**src/rtl/atapi_pio_pkg.sv**
```systemverilog
package atapi_pio_pkg;
  localparam logic [7:0] ST_BSY  = 8'h80;
  localparam logic [7:0] ST_DRDY = 8'h40;
  localparam logic [7:0] ST_DRQ  = 8'h08;
  localparam logic [7:0] OPC_PACKET = 8'hA0;
  localparam logic [7:0] OPC_READ10 = 8'h28;
  localparam logic [2:0] RA_DATA  = 3'd0;
  localparam logic [2:0] RA_FEAT  = 3'd1;
  localparam logic [2:0] RA_LIMLO = 3'd4;
  localparam logic [2:0] RA_LIMHI = 3'd5;
  localparam logic [2:0] RA_CMDST = 3'd7;

  typedef enum logic [2:0] {
    PH_IDLE, PH_ARM, PH_PKT, PH_DECODE, PH_SETUP, PH_XFER
  } phase_t;

  // Limit in words: limit rounded down to even; zero becomes 0xFFFE bytes.
  function automatic logic [15:0] eff_limit_words(input logic [15:0] lim);
    logic [15:0] even;
    even = lim & 16'hFFFE;
    if (even == 16'd0) even = 16'hFFFE;
    return even >> 1;
  endfunction

  function automatic logic [31:0] burst_words(input logic [31:0] rem_words,
                                              input logic [15:0] lim);
    logic [31:0] cap;
    cap = {16'd0, eff_limit_words(lim)};
    return (rem_words < cap) ? rem_words : cap;
  endfunction
endpackage

```
**src/rtl/atapi_pkt_rx.sv**
```systemverilog
module atapi_pkt_rx (
  input  logic        clk,
  input  logic        rst_n,
  input  logic        clear,
  input  logic        wr_en,
  input  logic [15:0] wdata,
  output logic        last_word,
  output logic [7:0]  opc,
  output logic [31:0] lba,
  output logic [15:0] nblk
);
  logic [2:0] cnt_q;

  assign last_word = wr_en && (cnt_q == 3'd5);

  always_ff @(posedge clk) begin
    if (!rst_n) begin
      cnt_q <= '0;
      opc   <= '0;
      lba   <= '0;
      nblk  <= '0;
    end else if (clear) begin
      cnt_q <= '0;
    end else if (wr_en && cnt_q < 3'd6) begin
      cnt_q <= cnt_q + 3'd1;
      case (cnt_q)
        3'd0: opc <= wdata[7:0];
        3'd1: lba[31:16] <= {wdata[7:0], wdata[15:8]};
        3'd2: lba[15:0]  <= {wdata[7:0], wdata[15:8]};
        3'd3: nblk[15:8] <= wdata[15:8];
        3'd4: nblk[7:0]  <= wdata[7:0];
        default: ;
      endcase
    end
  end

  AST_PKT_COUNT_BOUND: assert property (@(posedge clk) disable iff (!rst_n)
    cnt_q <= 3'd6);
endmodule

```
**src/rtl/atapi_burst_ctr.sv**
```systemverilog
module atapi_burst_ctr #(
  parameter int WIDX_W = 10,
  parameter int NBLK_W = 16,
  localparam int REM_W = NBLK_W + WIDX_W
) (
  input  logic              clk,
  input  logic              rst_n,
  input  logic              load,
  input  logic [31:0]       lba,
  input  logic [NBLK_W-1:0] nblk,
  input  logic [15:0]       lim,
  input  logic              kick,
  input  logic              accept,
  output logic [31:0]       blk,
  output logic [WIDX_W-1:0] widx,
  output logic              burst_start,
  output logic              burst_end,
  output logic              xfer_last
);
  import atapi_pio_pkg::*;

  logic [REM_W-1:0] rem_q;
  logic [15:0]      left_q;
  logic [REM_W-1:0] rem_after;

  assign rem_after   = rem_q - REM_W'(1);
  assign burst_end   = accept && (left_q == 16'd1);
  assign xfer_last   = burst_end && (rem_q == REM_W'(1));
  assign burst_start = kick || (burst_end && !xfer_last);

  always_ff @(posedge clk) begin
    if (!rst_n) begin
      rem_q  <= '0;
      left_q <= '0;
      blk    <= '0;
      widx   <= '0;
    end else if (load) begin
      rem_q  <= {nblk, {WIDX_W{1'b0}}};
      left_q <= '0;
      blk    <= lba;
      widx   <= '0;
    end else begin
      if (accept) begin
        rem_q  <= rem_after;
        left_q <= left_q - 16'd1;
        widx   <= widx + WIDX_W'(1);
        if (&widx) blk <= blk + 32'd1;
      end
      if (burst_start)
        left_q <= 16'(burst_words(32'(kick ? rem_q : rem_after), lim));
    end
  end

  AST_ACCEPT_IN_BURST: assert property (@(posedge clk) disable iff (!rst_n)
    accept |-> left_q != 16'd0);
  AST_BURST_CAP: assert property (@(posedge clk) disable iff (!rst_n)
    burst_start |=> (left_q != 16'd0) && (left_q <= eff_limit_words(lim)));
endmodule

```
**src/rtl/atapi_pio_seq.sv**
```systemverilog
module atapi_pio_seq #(
  parameter int BLK_BYTES = 2048,
  parameter int NBLK_W    = 16,
  localparam int BLK_WORDS = BLK_BYTES / 2,
  localparam int WIDX_W    = $clog2(BLK_WORDS)
) (
  input  logic              clk,
  input  logic              rst_n,
  input  logic              host_wr,
  input  logic              host_rd,
  input  logic [2:0]        host_addr,
  input  logic [15:0]       host_wdata,
  output logic [15:0]       host_rdata,
  output logic              intrq,
  output logic [31:0]       src_blk,
  output logic [WIDX_W-1:0] src_widx,
  output logic              src_ready,
  input  logic              src_valid,
  input  logic [15:0]       src_word
);
  import atapi_pio_pkg::*;

  phase_t      phase_q;
  logic        feat0_q;
  logic [15:0] lim_q, xlim_q;
  logic        intrq_q;
  logic [7:0]  status;

  logic wr_data, wr_cmd, rd_data, rd_stat, cmd_go;
  logic pkt_last, pkt_good, bad_pkt, load, kick, accept;
  logic burst_start, burst_end, xfer_last, intr_set;
  logic [7:0]  opc;
  logic [31:0] lba;
  logic [15:0] nblk16;

  assign wr_data = host_wr && host_addr == RA_DATA;
  assign wr_cmd  = host_wr && host_addr == RA_CMDST;
  assign rd_data = host_rd && host_addr == RA_DATA;
  assign rd_stat = host_rd && host_addr == RA_CMDST;
  assign cmd_go  = wr_cmd && phase_q == PH_IDLE &&
                   host_wdata[7:0] == OPC_PACKET && !feat0_q;

  assign pkt_good = opc == OPC_READ10 && nblk16 != 16'd0;
  assign load     = phase_q == PH_DECODE && pkt_good;
  assign bad_pkt  = phase_q == PH_DECODE && !pkt_good;
  assign kick     = phase_q == PH_SETUP;
  assign src_ready = phase_q == PH_XFER && rd_data;
  assign accept    = src_ready && src_valid;
  assign intr_set  = burst_start || xfer_last || bad_pkt;

  atapi_pkt_rx u_pkt (
    .clk(clk), .rst_n(rst_n), .clear(cmd_go),
    .wr_en(wr_data && phase_q == PH_PKT), .wdata(host_wdata),
    .last_word(pkt_last), .opc(opc), .lba(lba), .nblk(nblk16)
  );

  atapi_burst_ctr #(.WIDX_W(WIDX_W), .NBLK_W(NBLK_W)) u_burst (
    .clk(clk), .rst_n(rst_n), .load(load), .lba(lba),
    .nblk(NBLK_W'(nblk16)), .lim(xlim_q), .kick(kick), .accept(accept),
    .blk(src_blk), .widx(src_widx), .burst_start(burst_start),
    .burst_end(burst_end), .xfer_last(xfer_last)
  );

  always_comb begin
    case (phase_q)
      PH_IDLE:           status = ST_DRDY;
      PH_PKT, PH_XFER:   status = ST_DRDY | ST_DRQ;
      default:           status = ST_BSY;
    endcase
  end

  always_comb begin
    host_rdata = '0;
    if (host_addr == RA_CMDST)                         host_rdata = {8'd0, status};
    else if (host_addr == RA_DATA && phase_q == PH_XFER) host_rdata = src_word;
  end

  assign intrq = intrq_q;

  always_ff @(posedge clk) begin
    if (!rst_n) begin
      phase_q <= PH_IDLE;
      feat0_q <= 1'b0;
      lim_q   <= '0;
      xlim_q  <= '0;
      intrq_q <= 1'b0;
    end else begin
      if (host_wr && host_addr == RA_FEAT)  feat0_q <= host_wdata[0];
      if (host_wr && host_addr == RA_LIMLO) lim_q[7:0]  <= host_wdata[7:0];
      if (host_wr && host_addr == RA_LIMHI) lim_q[15:8] <= host_wdata[7:0];
      if (intr_set)     intrq_q <= 1'b1;
      else if (rd_stat) intrq_q <= 1'b0;
      case (phase_q)
        PH_IDLE:   if (cmd_go) begin phase_q <= PH_ARM; xlim_q <= lim_q; end
        PH_ARM:    phase_q <= PH_PKT;
        PH_PKT:    if (pkt_last) phase_q <= PH_DECODE;
        PH_DECODE: phase_q <= pkt_good ? PH_SETUP : PH_IDLE;
        PH_SETUP:  phase_q <= PH_XFER;
        PH_XFER:   if (xfer_last) phase_q <= PH_IDLE;
        default:   phase_q <= PH_IDLE;
      endcase
    end
  end

  AST_INTR_AT_BURST: assert property (@(posedge clk) disable iff (!rst_n)
    burst_start |=> intrq);
  AST_DONE_TO_IDLE: assert property (@(posedge clk) disable iff (!rst_n)
    xfer_last |=> phase_q == PH_IDLE && intrq);
  AST_STATUS_CLEARS: assert property (@(posedge clk) disable iff (!rst_n)
    rd_stat && !intr_set |=> !intrq);
  AST_STALL_HOLDS: assert property (@(posedge clk) disable iff (!rst_n)
    src_ready && !src_valid |=> $stable(src_widx) && $stable(src_blk));
  AST_FEATURE_BLOCKS: assert property (@(posedge clk) disable iff (!rst_n)
    wr_cmd && phase_q == PH_IDLE && feat0_q |=> phase_q == PH_IDLE);
endmodule

```
**config.mk**
```make
export PLATFORM = sky130hd
export DESIGN_NAME = atapi_pio_seq
export DESIGN_NICKNAME = d
export VERILOG_FILES = /design/src/rtl/atapi_pio_pkg.sv /design/src/rtl/atapi_pkt_rx.sv /design/src/rtl/atapi_burst_ctr.sv /design/src/rtl/atapi_pio_seq.sv
export SDC_FILE = /design/constraint.sdc
export NUM_CORES = 1
export LEC_CHECK = 0
export BUFFER_PORTS_ARGS = -buffer_cell sky130_fd_sc_hd__buf_2
export CAP_MARGIN = 5
export CORE_ASPECT_RATIO = 0.75
export CORE_MARGIN = 1.5
export CORE_UTILIZATION = 60
export DETAILED_ROUTE_END_ITERATION = 16
export GPL_TIMING_DRIVEN = 0
export PLACE_DENSITY = 0.83
export SLEW_MARGIN = 5
export SYNTH_ARGS = -nofsm -noshare
export SYNTH_HDL_FRONTEND = slang
export SYNTH_HIERARCHICAL = 1
export SYNTH_SLANG_ARGS = --single-unit
```
**constraint.sdc**
```tcl
create_clock -name clk -period 5.4 [get_ports clk]
set_clock_uncertainty 0.05 [all_clocks]
set_input_delay 0.54 -clock clk [delete_from_list [all_inputs] [get_ports clk]]
set_output_delay 0.54 -clock clk [all_outputs]
set_load 0.02 [all_outputs]
```
## Yosys cells after proc, flatten, opt, wreduce, memory -nomap -nowiden

Cells that the tools add are included.

- Add/subtract/negate cells: 5
- Order comparisons: 2
- Eq/ne operators: 21
- Mux-type cells: 23
- Bitwise operators: 2
- Reductions and logical operators: 49

Operator list:

| cell | number |
|---|---|
| $mux 16 | 9 |
| $mux 32 | 3 |
| $mux 26 | 3 |
| $add 32x1->32 const B | 1 |
| $eq 26x1->1 const B | 1 |
| $lt 26x15->1 | 1 |
| $sub 26x1->26 const B | 1 |
| $logic_and 1x1->1 | 22 |
| $eq 3x3->1 const B | 7 |
| $pmux 3 s6 | 1 |
| $reduce_and 3->1 | 6 |
| $eq 16x1->1 const B | 1 |
| $logic_not 16->1 | 1 |
| $pmux 8 s2 | 1 |
| $reduce_bool 16->1 | 1 |
| $sub 16x1->16 const B | 1 |
| $eq 3x2->1 const B | 4 |
| $mux 3 | 4 |
| $add 10x1->10 const B | 1 |
| $reduce_and 10->1 | 1 |
| $eq 3x1->1 const B | 3 |
| $logic_not 3->1 | 3 |
| $eq 8x6->1 const B | 1 |
| $eq 8x8->1 const B | 1 |
| other kinds (11) | 24 |

- Register bits after elaboration: 180
- Input port bits: 40
- Output and inout port bits: 60

## Depth between registers and ports, before layout

- Word-level depth: 15
- Mapped depth: 17
- Depth with buffers taken out: 15

## Cells and area by module

Netlist, hierarchy kept.

Modules (own cells, without submodules):

| module | instances | cells each | area an instance (um2) |
|---|---|---|---|
| atapi_burst_ctr | 1 | 722 | 5621.6 |
| atapi_pkt_rx | 1 | 266 | 2401.1 |
| atapi_pio_seq | 1 | 206 | 1854.3 |

## Worst setup path after synthesis

Ideal clock, no wire load.

- Path type: reg-to-reg
- From: register u_burst.rem_q[0]
- To: register u_burst.left_q[12]
- Library setup time: 0.120 ns
- Arrival time: 3.746 ns
- Required time: 5.230 ns
- Setup slack: 1.484 ns
- Stages on the path, launching flop included: 15
- Buffers on the path: 2
- Clock period less this slack: 3.916 ns
- Cell sequence: dfxtp_1 clkbuf_1 nor4_1 nand3b_1 nor4_1 xor2_1 ha_1 and3_1 a211o_1 a221oi_1 nand3_2 a211oi_2 buf_2 a2111oi_4 a211o_1

- Cells in the longest elaborated chain, start to end: 6
- Elaborated cells between the ends (all ways): 11
- Classes of those cells: 1 x add/sub; 1 x order compare; 1 x eq/ne; 3 x mux; 5 x reduce/logical

RTL lines:

| item | line | RTL |
|---|---|---|
| from (decl) | atapi_burst_ctr.sv:22 | `logic [REM_W-1:0] rem_q;` |
| from (signal assigned) | atapi_burst_ctr.sv:38 | `rem_q <= {nblk, {WIDX_W{1'b0}}};` |
| from (signal assigned) | atapi_burst_ctr.sv:44 | `rem_q <= rem_after;` |
| branches (longest 6 deep; another with $sub 26x1->26) | -- |  |
| to (signal assigned) | atapi_burst_ctr.sv:45 | `left_q <= left_q - 16'd1;` |
| to (signal assigned) | atapi_burst_ctr.sv:50 | `left_q <= 16'(burst_words(32'(kick ? rem_q : rem_after), lim));` |
| to (decl) | atapi_burst_ctr.sv:23 | `logic [15:0] left_q;` |

Several ways; the timed one is not identified.
A chain may end at the register's enable or synchronous reset.

## Final worst setup path

- From: register phase_q[2]
- To: register u_burst.left_q[11]

- Elaborated cells between the ends (all ways): 17
- Classes of those cells: 1 x order compare; 3 x eq/ne; 3 x mux; 10 x reduce/logical

RTL lines:

| item | line | RTL |
|---|---|---|
| from (decl) | atapi_pio_seq.sv:23 | `phase_t phase_q;` |
| from (signal assigned) | atapi_pio_seq.sv:97 | `PH_DECODE: phase_q <= pkt_good ? PH_SETUP : PH_IDLE;` |
| $eq 3x3->1 * | atapi_pio_seq.sv:46 | `assign kick = phase_q == PH_SETUP;` |
| via kick | atapi_pio_seq.sv:30 | `logic pkt_last, pkt_good, bad_pkt, load, kick, accept;` |
| $mux 26 | atapi_burst_ctr.sv:50 |  |
| $lt 26x15->1 | atapi_pio_pkg.sv:29 | `return (rem_words < cap) ? rem_words : cap;` |
| $mux 16 | atapi_pio_pkg.sv:29 |  |
| $mux 16 | atapi_burst_ctr.sv:49 | `if (burst_start)` |

Mark *: on every way through the listed nets, which the timed path passes. The rest lies on a longest branch.

==> flow_summary.json <==
{
  "intPower_uw": 2090,
  "power_frac_clock_pct": 47.8,
  "antenna_left": 0,
  "n_antenna_cell": 0,
  "end_kind": "register",
  "syn_inst": 1187,
  "drt_pass1_iterations": 6,
  "cts-root-buf": "clkbuf_16",
  "die_h_um": 114,
  "fmax_mhz": 199,
  "rsz0062_at_grt": "false",
  "insertion_delay_ps": 440,
  "dr_total_vias": 9388,
  "grt_use_total_pct": 32.4,
  "antenna_found_initial": 0,
  "ir_drop_v": 0.000190,
  "drt-initial-drc-count": 993,
  "die-area_um2": 17100,
  "wl_per_cell_um": 17.9,
  "hpwl_um": 19900,
  "drc": 0,
  "total_power_uw": 2690,
  "fin_nets": 1370,
  "clockBufferDepth": 2,
  "slew_viol_final": 0,
  "tightest_slew_ps": 1140,
  "finalSetupViolCount": 0,
  "num_rows": 40,
  "final_area_um2": 11200,
  "max_stage_delay_ps": 640,
  "grt_pass1_vias": 8433,
  "routed_wl_um": 27300,
  "via_per_inst": 6.14,
  "core-area_um2": 16000,
  "power_density_nw_per_um2": 241,
  "initial_core_util_pct": 61.2,
  "min_path_type": "input port to register",
  "cp_num_buf_inv": 2,
  "p_switching_uw": 601,
  "path_max_fanout": 10,
  "finalCriticalPeriod_ps": 5020,
  "hold_violations": 0,
  "ios": 100,
  "placed_area_um2": 10600,
  "clock_sinks": 178,
  "critPathKind": "register to register",
  "fin_setup_tns_ps": 0,
  "comb_power_share_pct": 3.3,
  "synth.cell_area_um2": 9800,
  "p_sw_share_pct": 22.3,
  "worst_hold_slack_ps": 328,
  "post_cts_buffers": 0,
  "cts_tree": "done",
  "synthesis.nets": 1252,
  "num-fill-cells": 1330,
  "post-route-period-util_pct": 93.0,
  "syn2layout_area_growth_pct": 14.0,
  "grt_overflow": 0,
  "place_congestion": 0.952,
  "synth_area_per_cell_um2": 8.26,
  "path_delay_family": "compound AO/OA/AOI/OAI gates",
  "grt_start_max_net_pins": 17,
  "outcome": "completed",
  "critPathRequiredTime_ps": 5640,
  "numCtsBuffers": 17,
  "path_cells": "nor2b_4 -> nor2b_1 -> clkbuf_1 -> clkbuf_1 -> nor2_1 -> xor2_1 -> ha_1 -> and4_1 -> nand2_1 -> o311a_1 -> o21ai_0 -> a211oi_1 -> a2111oi_0 -> a211oi_1",
  "final_layout_size_suffix_gt1_share_pct": 16.1,
  "cp.arrival_ps": 5260,
  "cts.clk_slew.worst_paths_ps": 70,
  "leakage_uw": 0.00454,
  "start_kind": "register",
  "max_slew_margin_pct": 23.6,
  "drv_cap": 0,
  "worst_path_max_delay_cell": "a2111oi_0",
  "htreeDepth": 4,
  "hold_buffers": 0,
  "die_w_um": 151,
  "grt_pass1_wl_um": 43300,
  "ys_warn_count": 6,
  "seq_power_share_pct": 48.9,
  "port_buffers": 99
}
-- what timing repair did --
action,in CTS,in global routing
gates resized for setup,0,1
endpoints found under the hold margin,0,0
setup endpoints to repair,0,6
-- through the flow --
stage | util, % | setup slack [ps] | instances
after floorplan | - | 1480 | 1187
after global placement | 65.9 | 636 | 1496
after detailed placement | 65.9 | 545 | 1496
after CTS | 69.7 | 392 | 1528
after global routing | 69.8 | 97.2 | 1528
final | 69.8 | 377 | 1528
-- worst min-delay path, delay by kind of cell --
| kind | cells | cell delay (ps) |
|---|---|---|
| AND/OR/NAND/NOR | 1 | 70 |
| buffers and inverters | 1 | 120 |
| AO/OA/AOI/OAI | 1 | 50 |
-- state kept, by name (all words and copies together) (netlist names) --
name	count
u_burst/blk	32
u_pkt/lba	32
u_burst/rem_q	26
u_burst/left_q	16
u_pkt/nblk	16
lim_q	15
xlim_q	15
u_burst/widx	10
u_pkt/opc	8
phase_q	3
u_pkt/cnt_q	3
feat0_q	1
intrq	1
-- metal layers --
| layer | part of all wire [%] | vias to the layer above | GRT usage (%) |
|---|---|---|---|
| li1 | - | 4397 | - |
| met1 | 47 | 4462 | 48.2 |
| met2 | 41 | 477 | 46.2 |
| met3 | 10 | 52 | 7.32 |
| met4 | 2.0 | 0 | 9.84 |
| met5 | 0 | - | 0 |
-- power groups by stage --
stage	clock (uW)	combinational, uW	sequential (uW)
2_1_floorplan	0	41.6	1350
3_3_place_gp	0	85.7	1350
3_5_place_dp	0	86.5	1350
4_1_cts	1300	87.0	1320
5_1_grt	1350	95.6	1320
6_report	1290	90.1	1320
-- worst paths after layout --
check | from | end | slack [ps] | cells after the start
hold reg to reg | u_pkt/lba[20] | u_pkt/lba[20] | 410 | 2
setup / recovery | phase_q[2] | u_burst/left_q[11] | 380 | 14
hold / removal | host_wdata[8] | u_pkt/lba[16] | 330 | 3
setup reg to reg | phase_q[2] | u_burst/left_q[11] | 380 | 14
-- layout make-up --
| type | count | area [um2] | area share, % |
|---|---|---|---|
| clock inverters | 11 | 151 | 1.35 |
| clock buffers | 21 | 450 | 4.03 |
| plain buffers | 79 | 402 | 3.59 |
| multi-input cells | 913 | 5790 | 51.8 |
| flip-flops and latches | 178 | 3560 | 31.9 |
| inverters | 17 | 63.8 | 0.571 |
| repair buffers | 99 | 495 | 4.43 |
| well taps | 210 | 263 | 2.35 |
-- layout by cell type, fill, tap and decap left out, types with 22 or more instances in the layout --
cell type    n
a211oi_1    23
xnor2_1     51
nand2_1    183
clkbuf_1    56
o21ai_0    100
and2_1      32
a21oi_1     23
nor2_1      77
nor4_1      23
nand3_1     57
ha_1        25
mux2i_1     27
nor3_1      31
dfxtp_1    178
xor2_1      39
a21boi_0    22
buf_2      110
(Power assumes the default switching activity.)
